### src/rtl/dsi_vt_pkg.sv
`timescale 1ns/1ps
package dsi_vt_pkg;

    typedef enum logic [2:0] {
        V_IDLE  = 3'd0,
        V_SYNC  = 3'd1,
        V_BACK  = 3'd2,
        V_ACT   = 3'd3,
        V_FRONT = 3'd4
    } vreg_e;

    typedef enum logic [1:0] {
        H_SYNC  = 2'd0,
        H_BACK  = 2'd1,
        H_ACT   = 2'd2,
        H_FRONT = 2'd3
    } hreg_e;

    localparam logic [1:0] MODE_EVENT = 2'd1;

    // low-power enable bit indices
    localparam int LP_VSYNC  = 0;
    localparam int LP_VBACK  = 1;
    localparam int LP_VFRONT = 2;
    localparam int LP_VACT   = 3;
    localparam int LP_HBACK  = 4;
    localparam int LP_HFRONT = 5;
    localparam int LP_BITS   = 6;

endpackage

### src/rtl/dsi_vt_cfg.sv
`timescale 1ns/1ps
module dsi_vt_cfg
    import dsi_vt_pkg::*;
#(
    parameter int VB_W = 10,
    parameter int VA_W = 16,
    parameter int HT_W = 16,
    parameter int CH_W = 16,
    parameter int NS_W = 10
) (
    input  logic                  clk,
    input  logic                  rst_n,
    input  logic                  run,
    input  logic [3*VB_W-1:0]     vblank_word,
    input  logic [VA_W-1:0]       vactive_lines,
    input  logic [2*HT_W-1:0]     hblank_word,
    input  logic [HT_W-1:0]       line_cycles,
    input  logic [2*CH_W-1:0]     pkt_word,
    input  logic [NS_W-1:0]       null_cycles,
    input  logic [LP_BITS-1:0]    lp_enable,
    input  logic [1:0]            video_mode,
    output logic [VB_W-1:0]       vsync_len,
    output logic [VB_W-1:0]       vback_len,
    output logic [VB_W-1:0]       vfront_len,
    output logic [VA_W-1:0]       vact_len,
    output logic [HT_W:0]         hsync_len,
    output logic [HT_W:0]         hback_len,
    output logic [HT_W-1:0]       line_last,
    output logic [CH_W-1:0]       slot_len,
    output logic [CH_W-1:0]       chunk_cnt,
    output logic [NS_W-1:0]       gap_len,
    output logic [LP_BITS-1:0]    lp_en
);

    localparam int VFP_LSB = 0;
    localparam int VBP_LSB = VB_W;
    localparam int VSA_LSB = 2 * VB_W;
    localparam int HBP_LSB = 0;
    localparam int HSA_LSB = HT_W;
    localparam int PIX_LSB = 0;
    localparam int CHK_LSB = CH_W;

    typedef struct packed {
        logic [VB_W-1:0]    vsa;
        logic [VB_W-1:0]    vbp;
        logic [VB_W-1:0]    vfp;
        logic [VA_W-1:0]    vact;
        logic [HT_W:0]      hsa;
        logic [HT_W:0]      hbp;
        logic [HT_W-1:0]    last;
        logic [CH_W-1:0]    slot;
        logic [CH_W-1:0]    chunks;
        logic [NS_W-1:0]    gap;
        logic [LP_BITS-1:0] lp;
    } cfg_t;

    cfg_t cfg_d, cfg_q;

    logic [HT_W-1:0] hsa_raw, hbp_raw;
    logic [CH_W-1:0] pix_raw, chk_raw;
    logic            is_event, is_burst;

    assign hsa_raw  = hblank_word[HSA_LSB +: HT_W];
    assign hbp_raw  = hblank_word[HBP_LSB +: HT_W];
    assign pix_raw  = pkt_word[PIX_LSB +: CH_W];
    assign chk_raw  = pkt_word[CHK_LSB +: CH_W];
    assign is_event = (video_mode == MODE_EVENT);
    assign is_burst = video_mode[1];

    always_comb begin
        cfg_d = cfg_q;
        if (!run) begin
            cfg_d.vfp    = vblank_word[VFP_LSB +: VB_W];
            cfg_d.vbp    = vblank_word[VBP_LSB +: VB_W];
            cfg_d.vsa    = vblank_word[VSA_LSB +: VB_W];
            cfg_d.vact   = (vactive_lines == '0) ? VA_W'(1) : vactive_lines;
            cfg_d.hsa    = is_event ? '0 : {1'b0, hsa_raw};
            cfg_d.hbp    = is_event ? ({1'b0, hsa_raw} + {1'b0, hbp_raw}) : {1'b0, hbp_raw};
            cfg_d.last   = (line_cycles == '0) ? '0 : (line_cycles - HT_W'(1));
            cfg_d.slot   = (pix_raw == '0) ? CH_W'(1) : pix_raw;
            cfg_d.chunks = (chk_raw == '0) ? CH_W'(1) : chk_raw;
            cfg_d.gap    = (is_burst || chk_raw == '0) ? '0 : null_cycles;
            cfg_d.lp     = lp_enable;
        end
    end

    always_ff @(posedge clk or negedge rst_n) begin
        if (!rst_n) cfg_q <= '0;
        else        cfg_q <= cfg_d;
    end

    assign vsync_len  = cfg_q.vsa;
    assign vback_len  = cfg_q.vbp;
    assign vfront_len = cfg_q.vfp;
    assign vact_len   = cfg_q.vact;
    assign hsync_len  = cfg_q.hsa;
    assign hback_len  = cfg_q.hbp;
    assign line_last  = cfg_q.last;
    assign slot_len   = cfg_q.slot;
    assign chunk_cnt  = cfg_q.chunks;
    assign gap_len    = cfg_q.gap;
    assign lp_en      = cfg_q.lp;

    // captured timing does not move while frames run
    p_cfg_frozen_r1: assert property (@(posedge clk) disable iff (!rst_n)
        run |=> $stable(cfg_q));

endmodule

### src/rtl/dsi_vt_vseq.sv
`timescale 1ns/1ps
module dsi_vt_vseq
    import dsi_vt_pkg::*;
#(
    parameter int VB_W = 10,
    parameter int VA_W = 16
) (
    input  logic            clk,
    input  logic            rst_n,
    input  logic            run,
    input  logic            line_end,
    input  logic [VB_W-1:0] vsync_len,
    input  logic [VB_W-1:0] vback_len,
    input  logic [VB_W-1:0] vfront_len,
    input  logic [VA_W-1:0] vact_len,
    output logic [2:0]      vreg_now,
    output logic [2:0]      vreg_next
);

    localparam int VW = (VA_W > VB_W) ? VA_W : VB_W;

    typedef struct packed {
        vreg_e          vreg;
        logic [VW-1:0]  rem;
    } vst_t;

    localparam vst_t V_RST = '0;

    vst_t v_d, v_q;

    function automatic vst_t v_enter(vreg_e tgt, logic [VB_W-1:0] sa,
                                     logic [VB_W-1:0] bp, logic [VB_W-1:0] fp,
                                     logic [VA_W-1:0] act);
        vst_t  r;
        vreg_e t;
        t = tgt;
        if (t == V_FRONT && fp == '0) t = V_SYNC;
        if (t == V_SYNC  && sa == '0) t = V_BACK;
        if (t == V_BACK  && bp == '0) t = V_ACT;
        r.vreg = t;
        case (t)
            V_SYNC:  r.rem = VW'(sa) - VW'(1);
            V_BACK:  r.rem = VW'(bp) - VW'(1);
            V_FRONT: r.rem = VW'(fp) - VW'(1);
            default: r.rem = VW'(act) - VW'(1);
        endcase
        return r;
    endfunction

    function automatic vreg_e v_follow(vreg_e cur);
        case (cur)
            V_SYNC:  return V_BACK;
            V_BACK:  return V_ACT;
            V_ACT:   return V_FRONT;
            default: return V_SYNC;
        endcase
    endfunction

    always_comb begin
        v_d = v_q;
        if (!run) begin
            v_d = V_RST;
        end else if (v_q.vreg == V_IDLE) begin
            v_d = v_enter(V_SYNC, vsync_len, vback_len, vfront_len, vact_len);
        end else if (line_end) begin
            if (v_q.rem == '0)
                v_d = v_enter(v_follow(v_q.vreg), vsync_len, vback_len, vfront_len, vact_len);
            else
                v_d.rem = v_q.rem - VW'(1);
        end
    end

    always_ff @(posedge clk or negedge rst_n) begin
        if (!rst_n) v_q <= V_RST;
        else        v_q <= v_d;
    end

    assign vreg_now  = v_q.vreg;
    assign vreg_next = v_d.vreg;

    // back porch always hands over to active lines
    p_vorder_r2: assert property (@(posedge clk) disable iff (!rst_n)
        (v_q.vreg == V_BACK) |=> (v_q.vreg == V_BACK || v_q.vreg == V_ACT || v_q.vreg == V_IDLE));

    // vertical region only moves on a line boundary
    p_vhold_r2: assert property (@(posedge clk) disable iff (!rst_n)
        (run && v_q.vreg != V_IDLE && !line_end) |=> (v_q.vreg == $past(v_q.vreg) || v_q.vreg == V_IDLE));

endmodule

### src/rtl/dsi_vt_hseq.sv
`timescale 1ns/1ps
module dsi_vt_hseq
    import dsi_vt_pkg::*;
#(
    parameter int HT_W = 16,
    parameter int CH_W = 16,
    parameter int NS_W = 10
) (
    input  logic            clk,
    input  logic            rst_n,
    input  logic            run,
    input  logic            v_busy,
    input  logic            act_next,
    input  logic [HT_W:0]   hsync_len,
    input  logic [HT_W:0]   hback_len,
    input  logic [HT_W-1:0] line_last,
    input  logic [CH_W-1:0] slot_len,
    input  logic [CH_W-1:0] chunk_cnt,
    input  logic [NS_W-1:0] gap_len,
    output logic [1:0]      hreg_now,
    output logic            line_end,
    output logic            pkt_stb,
    output logic            null_stb
);

    localparam int RW = (HT_W + 1 > CH_W) ? ((HT_W + 1 > NS_W) ? HT_W + 1 : NS_W)
                                          : ((CH_W > NS_W) ? CH_W : NS_W);

    typedef struct packed {
        logic [HT_W-1:0] pos;
        hreg_e           hreg;
        logic            act;
        logic            in_gap;
        logic [RW-1:0]   rem;
        logic [CH_W-1:0] left;
        logic            pkt_stb;
        logic            null_stb;
    } hst_t;

    localparam hst_t H_RST = '0;

    hst_t h_d, h_q;

    function automatic hst_t h_enter(hst_t base, hreg_e tgt, logic act,
                                     logic [HT_W:0] sa, logic [HT_W:0] bp,
                                     logic [CH_W-1:0] slot, logic [CH_W-1:0] chunks);
        hst_t  r;
        hreg_e t;
        r = base;
        t = tgt;
        if (t == H_SYNC && sa == '0) t = H_BACK;
        if (t == H_BACK && bp == '0) t = H_ACT;
        if (t == H_ACT  && !act)     t = H_FRONT;
        r.hreg    = t;
        r.in_gap  = 1'b0;
        r.pkt_stb = 1'b0;
        case (t)
            H_SYNC: r.rem = RW'(sa) - RW'(1);
            H_BACK: r.rem = RW'(bp) - RW'(1);
            H_ACT: begin
                r.rem     = RW'(slot) - RW'(1);
                r.left    = chunks - CH_W'(1);
                r.pkt_stb = 1'b1;
            end
            default: r.rem = '0;
        endcase
        return r;
    endfunction

    assign line_end = v_busy && (h_q.pos == line_last);

    always_comb begin
        hst_t base;
        base          = H_RST;
        base.act      = act_next;
        h_d           = h_q;
        h_d.pkt_stb   = 1'b0;
        h_d.null_stb  = 1'b0;
        if (!run) begin
            h_d = H_RST;
        end else if (!v_busy || line_end) begin
            h_d = h_enter(base, H_SYNC, act_next, hsync_len, hback_len, slot_len, chunk_cnt);
        end else begin
            h_d.pos = h_q.pos + HT_W'(1);
            case (h_q.hreg)
                H_SYNC: begin
                    if (h_q.rem == '0)
                        h_d = h_enter(h_d, H_BACK, h_q.act, hsync_len, hback_len, slot_len, chunk_cnt);
                    else
                        h_d.rem = h_q.rem - RW'(1);
                end
                H_BACK: begin
                    if (h_q.rem == '0)
                        h_d = h_enter(h_d, H_ACT, h_q.act, hsync_len, hback_len, slot_len, chunk_cnt);
                    else
                        h_d.rem = h_q.rem - RW'(1);
                end
                H_ACT: begin
                    if (h_q.rem != '0) begin
                        h_d.rem = h_q.rem - RW'(1);
                    end else if (h_q.left == '0) begin
                        h_d.hreg   = H_FRONT;
                        h_d.in_gap = 1'b0;
                    end else if (!h_q.in_gap && gap_len != '0) begin
                        h_d.in_gap   = 1'b1;
                        h_d.rem      = RW'(gap_len) - RW'(1);
                        h_d.null_stb = 1'b1;
                    end else begin
                        h_d.in_gap  = 1'b0;
                        h_d.rem     = RW'(slot_len) - RW'(1);
                        h_d.left    = h_q.left - CH_W'(1);
                        h_d.pkt_stb = 1'b1;
                    end
                end
                default: ;
            endcase
        end
    end

    always_ff @(posedge clk or negedge rst_n) begin
        if (!rst_n) h_q <= H_RST;
        else        h_q <= h_d;
    end

    assign hreg_now = h_q.hreg;
    assign pkt_stb  = h_q.pkt_stb;
    assign null_stb = h_q.null_stb;

    // position in the line never passes the programmed line end
    p_pos_bound_r3: assert property (@(posedge clk) disable iff (!rst_n)
        v_busy |-> (h_q.pos <= line_last));

    // strobes only fire inside the active region
    p_stb_in_act_r9: assert property (@(posedge clk) disable iff (!rst_n)
        (h_q.pkt_stb || h_q.null_stb) |-> (h_q.hreg == H_ACT && v_busy));

    // a null slot always follows a packet slot
    p_gap_after_pkt_r7: assert property (@(posedge clk) disable iff (!rst_n)
        (run && v_busy && h_q.null_stb) |-> ($past(h_q.hreg) == H_ACT && !$past(h_q.in_gap)));

endmodule

### src/rtl/dsi_vtiming_seq.sv
`timescale 1ns/1ps
module dsi_vtiming_seq
    import dsi_vt_pkg::*;
#(
    parameter int VB_W = 10,
    parameter int VA_W = 16,
    parameter int HT_W = 16,
    parameter int CH_W = 16,
    parameter int NS_W = 10
) (
    input  logic                clk,
    input  logic                rst_n,
    input  logic                run,
    input  logic [3*VB_W-1:0]   vblank_word,
    input  logic [VA_W-1:0]     vactive_lines,
    input  logic [2*HT_W-1:0]   hblank_word,
    input  logic [HT_W-1:0]     line_cycles,
    input  logic [2*CH_W-1:0]   pkt_word,
    input  logic [NS_W-1:0]     null_cycles,
    input  logic [LP_BITS-1:0]  lp_enable,
    input  logic [1:0]          video_mode,
    output logic [2:0]          vreg,
    output logic [1:0]          hreg,
    output logic                lp_ok,
    output logic                pkt_stb,
    output logic                null_stb
);

    logic [VB_W-1:0]    vsync_len, vback_len, vfront_len;
    logic [VA_W-1:0]    vact_len;
    logic [HT_W:0]      hsync_len, hback_len;
    logic [HT_W-1:0]    line_last;
    logic [CH_W-1:0]    slot_len, chunk_cnt;
    logic [NS_W-1:0]    gap_len;
    logic [LP_BITS-1:0] lp_en;
    logic [2:0]         vreg_now, vreg_next;
    logic [1:0]         hreg_now;
    logic               line_end, v_busy, act_next;

    dsi_vt_cfg #(.VB_W(VB_W), .VA_W(VA_W), .HT_W(HT_W), .CH_W(CH_W), .NS_W(NS_W)) u_cfg (
        .clk(clk), .rst_n(rst_n), .run(run),
        .vblank_word(vblank_word), .vactive_lines(vactive_lines),
        .hblank_word(hblank_word), .line_cycles(line_cycles),
        .pkt_word(pkt_word), .null_cycles(null_cycles),
        .lp_enable(lp_enable), .video_mode(video_mode),
        .vsync_len(vsync_len), .vback_len(vback_len), .vfront_len(vfront_len),
        .vact_len(vact_len), .hsync_len(hsync_len), .hback_len(hback_len),
        .line_last(line_last), .slot_len(slot_len), .chunk_cnt(chunk_cnt),
        .gap_len(gap_len), .lp_en(lp_en)
    );

    dsi_vt_vseq #(.VB_W(VB_W), .VA_W(VA_W)) u_vseq (
        .clk(clk), .rst_n(rst_n), .run(run), .line_end(line_end),
        .vsync_len(vsync_len), .vback_len(vback_len), .vfront_len(vfront_len),
        .vact_len(vact_len), .vreg_now(vreg_now), .vreg_next(vreg_next)
    );

    assign v_busy   = (vreg_now != V_IDLE);
    assign act_next = (vreg_next == V_ACT);

    dsi_vt_hseq #(.HT_W(HT_W), .CH_W(CH_W), .NS_W(NS_W)) u_hseq (
        .clk(clk), .rst_n(rst_n), .run(run), .v_busy(v_busy), .act_next(act_next),
        .hsync_len(hsync_len), .hback_len(hback_len), .line_last(line_last),
        .slot_len(slot_len), .chunk_cnt(chunk_cnt), .gap_len(gap_len),
        .hreg_now(hreg_now), .line_end(line_end), .pkt_stb(pkt_stb), .null_stb(null_stb)
    );

    // low-power permission from the registered region pair
    always_comb begin
        lp_ok = 1'b0;
        if (v_busy && (hreg_now == H_BACK || hreg_now == H_FRONT)) begin
            case (vreg_now)
                V_SYNC:  lp_ok = lp_en[LP_VSYNC];
                V_BACK:  lp_ok = lp_en[LP_VBACK];
                V_FRONT: lp_ok = lp_en[LP_VFRONT];
                default: lp_ok = lp_en[LP_VACT] &
                                 ((hreg_now == H_BACK) ? lp_en[LP_HBACK] : lp_en[LP_HFRONT]);
            endcase
        end
    end

    assign vreg = vreg_now;
    assign hreg = hreg_now;

    // never low power while pixels or packets are on the lanes
    p_lp_off_act_r8: assert property (@(posedge clk) disable iff (!rst_n)
        (hreg == H_ACT || hreg == H_SYNC) |-> !lp_ok);

    // horizontal active region only on vertical-active lines
    p_act_on_vact_r5: assert property (@(posedge clk) disable iff (!rst_n)
        (hreg == H_ACT) |-> (vreg == V_ACT));

endmodule

### config.mk
export PLATFORM = sky130hd
export DESIGN_NAME = dsi_vtiming_seq
export DESIGN_NICKNAME = d
export VERILOG_FILES = /design/src/rtl/dsi_vt_pkg.sv /design/src/rtl/dsi_vt_cfg.sv /design/src/rtl/dsi_vt_vseq.sv /design/src/rtl/dsi_vt_hseq.sv /design/src/rtl/dsi_vtiming_seq.sv
export SDC_FILE = /design/constraint.sdc
export NUM_CORES = 1
export LEC_CHECK = 0
export BUFFER_PORTS_ARGS = -buffer_cell sky130_fd_sc_hd__buf_2
export CORE_MARGIN = 3
export CORE_UTILIZATION = 50
export DETAILED_ROUTE_END_ITERATION = 10
export PLACE_DENSITY = 0.74
export SYNTH_ARGS = -nofsm -noshare
export SYNTH_HDL_FRONTEND = slang
export SYNTH_SLANG_ARGS = --single-unit
### constraint.sdc
create_clock -name clk -period 6.7 [get_ports clk]
set_clock_uncertainty 0.2 [all_clocks]
set_input_delay 0.335 -clock clk [delete_from_list [all_inputs] [get_ports clk]]
set_output_delay 0.335 -clock clk [all_outputs]
set_load 0.02 [all_outputs]
==> flow_summary.json <==
{
  "power.density_mw_per_mm2": 221,
  "p_leak_nw": 7.51,
  "rows": 61,
  "swShare": 0.313,
  "ir_drop_uv": 209,
  "synthArstFlopShare": 1.00,
  "route.detailed.drc": 0,
  "yosys_warnings": 0,
  "ys_top_cells_by_area": "dfrtp_1 (37%), mux2_2 (6.3%), xor2_1 (5.1%)",
  "ys.flop_type": "dfrtp_1",
  "synth_cell_types": 74,
  "ys_seq_area_frac": 0.373,
  "wl_per_cell_um": 19.3,
  "rsz0062_at_grt": "no",
  "worstSetupEndpointType": "flip-flop",
  "yosys.area.top_type_share": 0.373,
  "run_status": "completed",
  "syn_to_final_growth_pct": 22.5,
  "fin_setup_tns_ns": 0,
  "hold_class": "input port to flip-flop",
  "cts.clk_slew.worst_paths_ns": 0.06,
  "comb_power_share": 0.248,
  "cts_root_buf": "clkbuf_16",
  "ys_seq_elements": 217,
  "core_sq_mm": 0.0282,
  "dpl.hpwl_um": 30800,
  "tightest_slew_ns": 1.13,
  "initial_utilization": 0.516,
  "synthesis.nets": 1850,
  "intPower_mw": 2.71,
  "antenna_found_initial": 2,
  "global_route.usage.total": 0.283,
  "max_clock_freq_mhz": 226,
  "grt_pass1_vias": 13900,
  "crit_type": "flip-flop to flip-flop",
  "relSlewSlack": 0.244,
  "timing.final.crit_period_ns": 4.43,
  "setup_viol": 0,
  "gr-total-overflow": 0,
  "vias": 14100,
  "via_per_inst": 6.09,
  "pwr-share-clk": 0.351,
  "syn_inst": 1667,
  "synth_top_cell_by_area": "dfrtp_1",
  "die_h_um": 177,
  "cts_hold_buf": 140,
  "io_pins": 155,
  "fin_crit_sh": 0.662,
  "hold_viol": 0,
  "crit_required_ns": 6.94,
  "cts_resized": 0,
  "cts_tree": "built",
  "worst_setup_path_start_kind": "flip-flop",
  "cts_setup_buffers": 0,
  "holdWs_ns": 0.0141,
  "first_pass_iters": 6,
  "mappedNetlistArea_sq_mm": 0.0146,
  "cts_sinks": 217,
  "synth_edf_count": 0,
  "grt_max_degree": 111,
  "cts_buffer_depth": 3,
  "arrival_ns": 4.68,
  "first_iter_violations": 1190,
  "maxCapViolations": 0,
  "htree_levels": 1,
  "dieArea_sq_mm": 0.0312,
  "slew_violations": 0,
  "synth.avg_cell_area_sq_um": 8.73,
  "p_seq_frac": 0.401,
  "cp_max_fo": 16,
  "port_buffers": 154,
  "die_x_um": 177,
  "numCtsBuffers": 25,
  "clock_latency_ns": 0.53,
  "wl_um": 44500,
  "gp_congestion": 0.976,
  "drive_above_1_share": 0.157,
  "grt_pass1_wl_um": 72300,
  "p_sw_mw": 1.24,
  "nNetsFinal": 2101,
  "ant_nets": 0
}
-- logic make-up after synthesis --
logic type,share of synthesized area
buffers and inverters,0.0346
XOR/XNOR,0.100
adder cells (fa/ha/maj),0.0315
AND/OR/NAND/NOR,0.216
multiplexers,0.0730
flip-flops,0.373
AO/OA/AOI/OAI,0.171
-- area by class of cell --
cell class,count,area (sq um)
Antenna cell,4,10.0
Fill cell,2341,10400
Tap cell,378,473
Multi-Input combinational cell,1324,8650
Clock inverter,6,105
Sequential cell,217,5430
Clock buffer,35,713
Inverter,43,161
Timing Repair Buffer,307,2290
-- cell usage in the layout, fill, tap and decap left out, drive strengths merged, types with 8 or more instances in the layout --
| master | count |
|---|---|
| inv | 43 |
| nor3 | 67 |
| o22ai | 16 |
| a211o | 8 |
| buf | 167 |
| xnor2 | 83 |
| a22o | 14 |
| xor2 | 84 |
| o31ai | 16 |
| nand3 | 40 |
| nor4 | 55 |
| a21oi | 64 |
| o211ai | 23 |
| dfrtp | 217 |
| mux2 | 82 |
| o21ai | 121 |
| a31oi | 18 |
| nand2 | 176 |
| or3 | 28 |
| o221ai | 17 |
| a211oi | 11 |
| nor3b | 11 |
| and2 | 8 |
| mux2i | 14 |
| dlygate4sd3 | 140 |
| or4 | 21 |
| a221oi | 9 |
| clkbuf | 35 |
| nor2b | 11 |
| ha | 35 |
| nor2 | 174 |
-- flip-flops by register name, summed over array words and instances, names as in the netlist, 10 cells and up --
| signal | cells |
|---|---|
| u_vseq.v_q | 16 |
| u_cfg.vback_len | 10 |
| u_cfg.chunk_cnt | 16 |
| u_cfg.hback_len | 17 |
| u_hseq.h_q | 51 |
| u_cfg.gap_len | 10 |
| u_cfg.hsync_len | 16 |
| u_cfg.vfront_len | 10 |
| u_cfg.vsync_len | 10 |
| u_cfg.vact_len | 16 |
| u_cfg.slot_len | 16 |
| u_cfg.line_last | 16 |
-- stage by stage --
| step | total power, mW | worst slack, ns | cells | cell area [sq um] | utilization |
|---|---|---|---|---|---|
| 6_report | 3.94 | 2.27 | 2314 | 17800 | 0.632 |
| 5_1_grt | 4.13 | 2.01 | 2312 | 17800 | 0.631 |
| 4_1_cts | 3.94 | 2.40 | 2310 | 17800 | 0.631 |
| 3_5_place_dp | 2.48 | 2.43 | 2129 | 15600 | 0.553 |
| 3_3_place_gp | 2.46 | 2.54 | 2129 | 15600 | 0.553 |
| 2_1_floorplan | 2.18 | 3.12 | 1667 | 14600 | - |
-- power groups by stage --
| stage | clock (mW) | sequential (mW) | combinational [mW] |
|---|---|---|---|
| floorplan | 0 | 1.55 | 0.632 |
| global placement | 0 | 1.59 | 0.873 |
| detailed placement | 0 | 1.60 | 0.886 |
| CTS | 1.41 | 1.57 | 0.955 |
| global route | 1.46 | 1.60 | 1.07 |
| finish | 1.38 | 1.58 | 0.978 |
-- synth_stat cells (all sizes together) (28+ instances only) --
library cell and count:
or3 28, ha 35, a21oi 64, nor3 67, mux2 82, nor4 55, clkbuf 64, dfrtp 217
xor2 84, xnor2 83, nand3 40, inv 43, nand2 176, o21ai 121, nor2 174
-- layer usage --
| metal | vias up | wire [um] | GRT usage |
|---|---|---|---|
| met2 | 625 | 21700 | 0.481 |
| met4 | 0 | 1650 | 0.0975 |
| met3 | 123 | 2950 | 0.0397 |
| met1 | 6763 | 18200 | 0.374 |
| met5 | - | 0 | 0 |
| li1 | 6576 | - | - |
-- critical path, cell delays in order (launching register included) --
cell and delay, ns:
dfrtp_1 0.44, inv_1 0.08, ha_1 0.19, or4b_1 0.55, or3b_1 0.66, o31ai_1 0.47
o2111ai_1 0.20, a211o_1 0.41, nor4_1 0.44, o21ai_1 0.42, o21ai_0 0.27
-- path summary, 6_finish.rpt --
kind                                    startpoint                  end  slack, ns  cells after the start
worst max-delay path            u_cfg.vsync_len[0]        u_hseq.h_q[5]       2.27                     10
worst min-delay path                hblank_word[4]   u_cfg.hback_len[4]       0.01                      3
worst max register to register  u_cfg.vsync_len[0]        u_hseq.h_q[5]       2.27                     10
worst min register to register  u_cfg.line_last[8]   u_cfg.line_last[8]       0.30                      2
max in group asynchronous                    rst_n   u_cfg.hback_len[0]       4.75                      3
min in group asynchronous                    rst_n  u_cfg.chunk_cnt[10]       0.20                      2
Power figures use the tool's default switching activity.
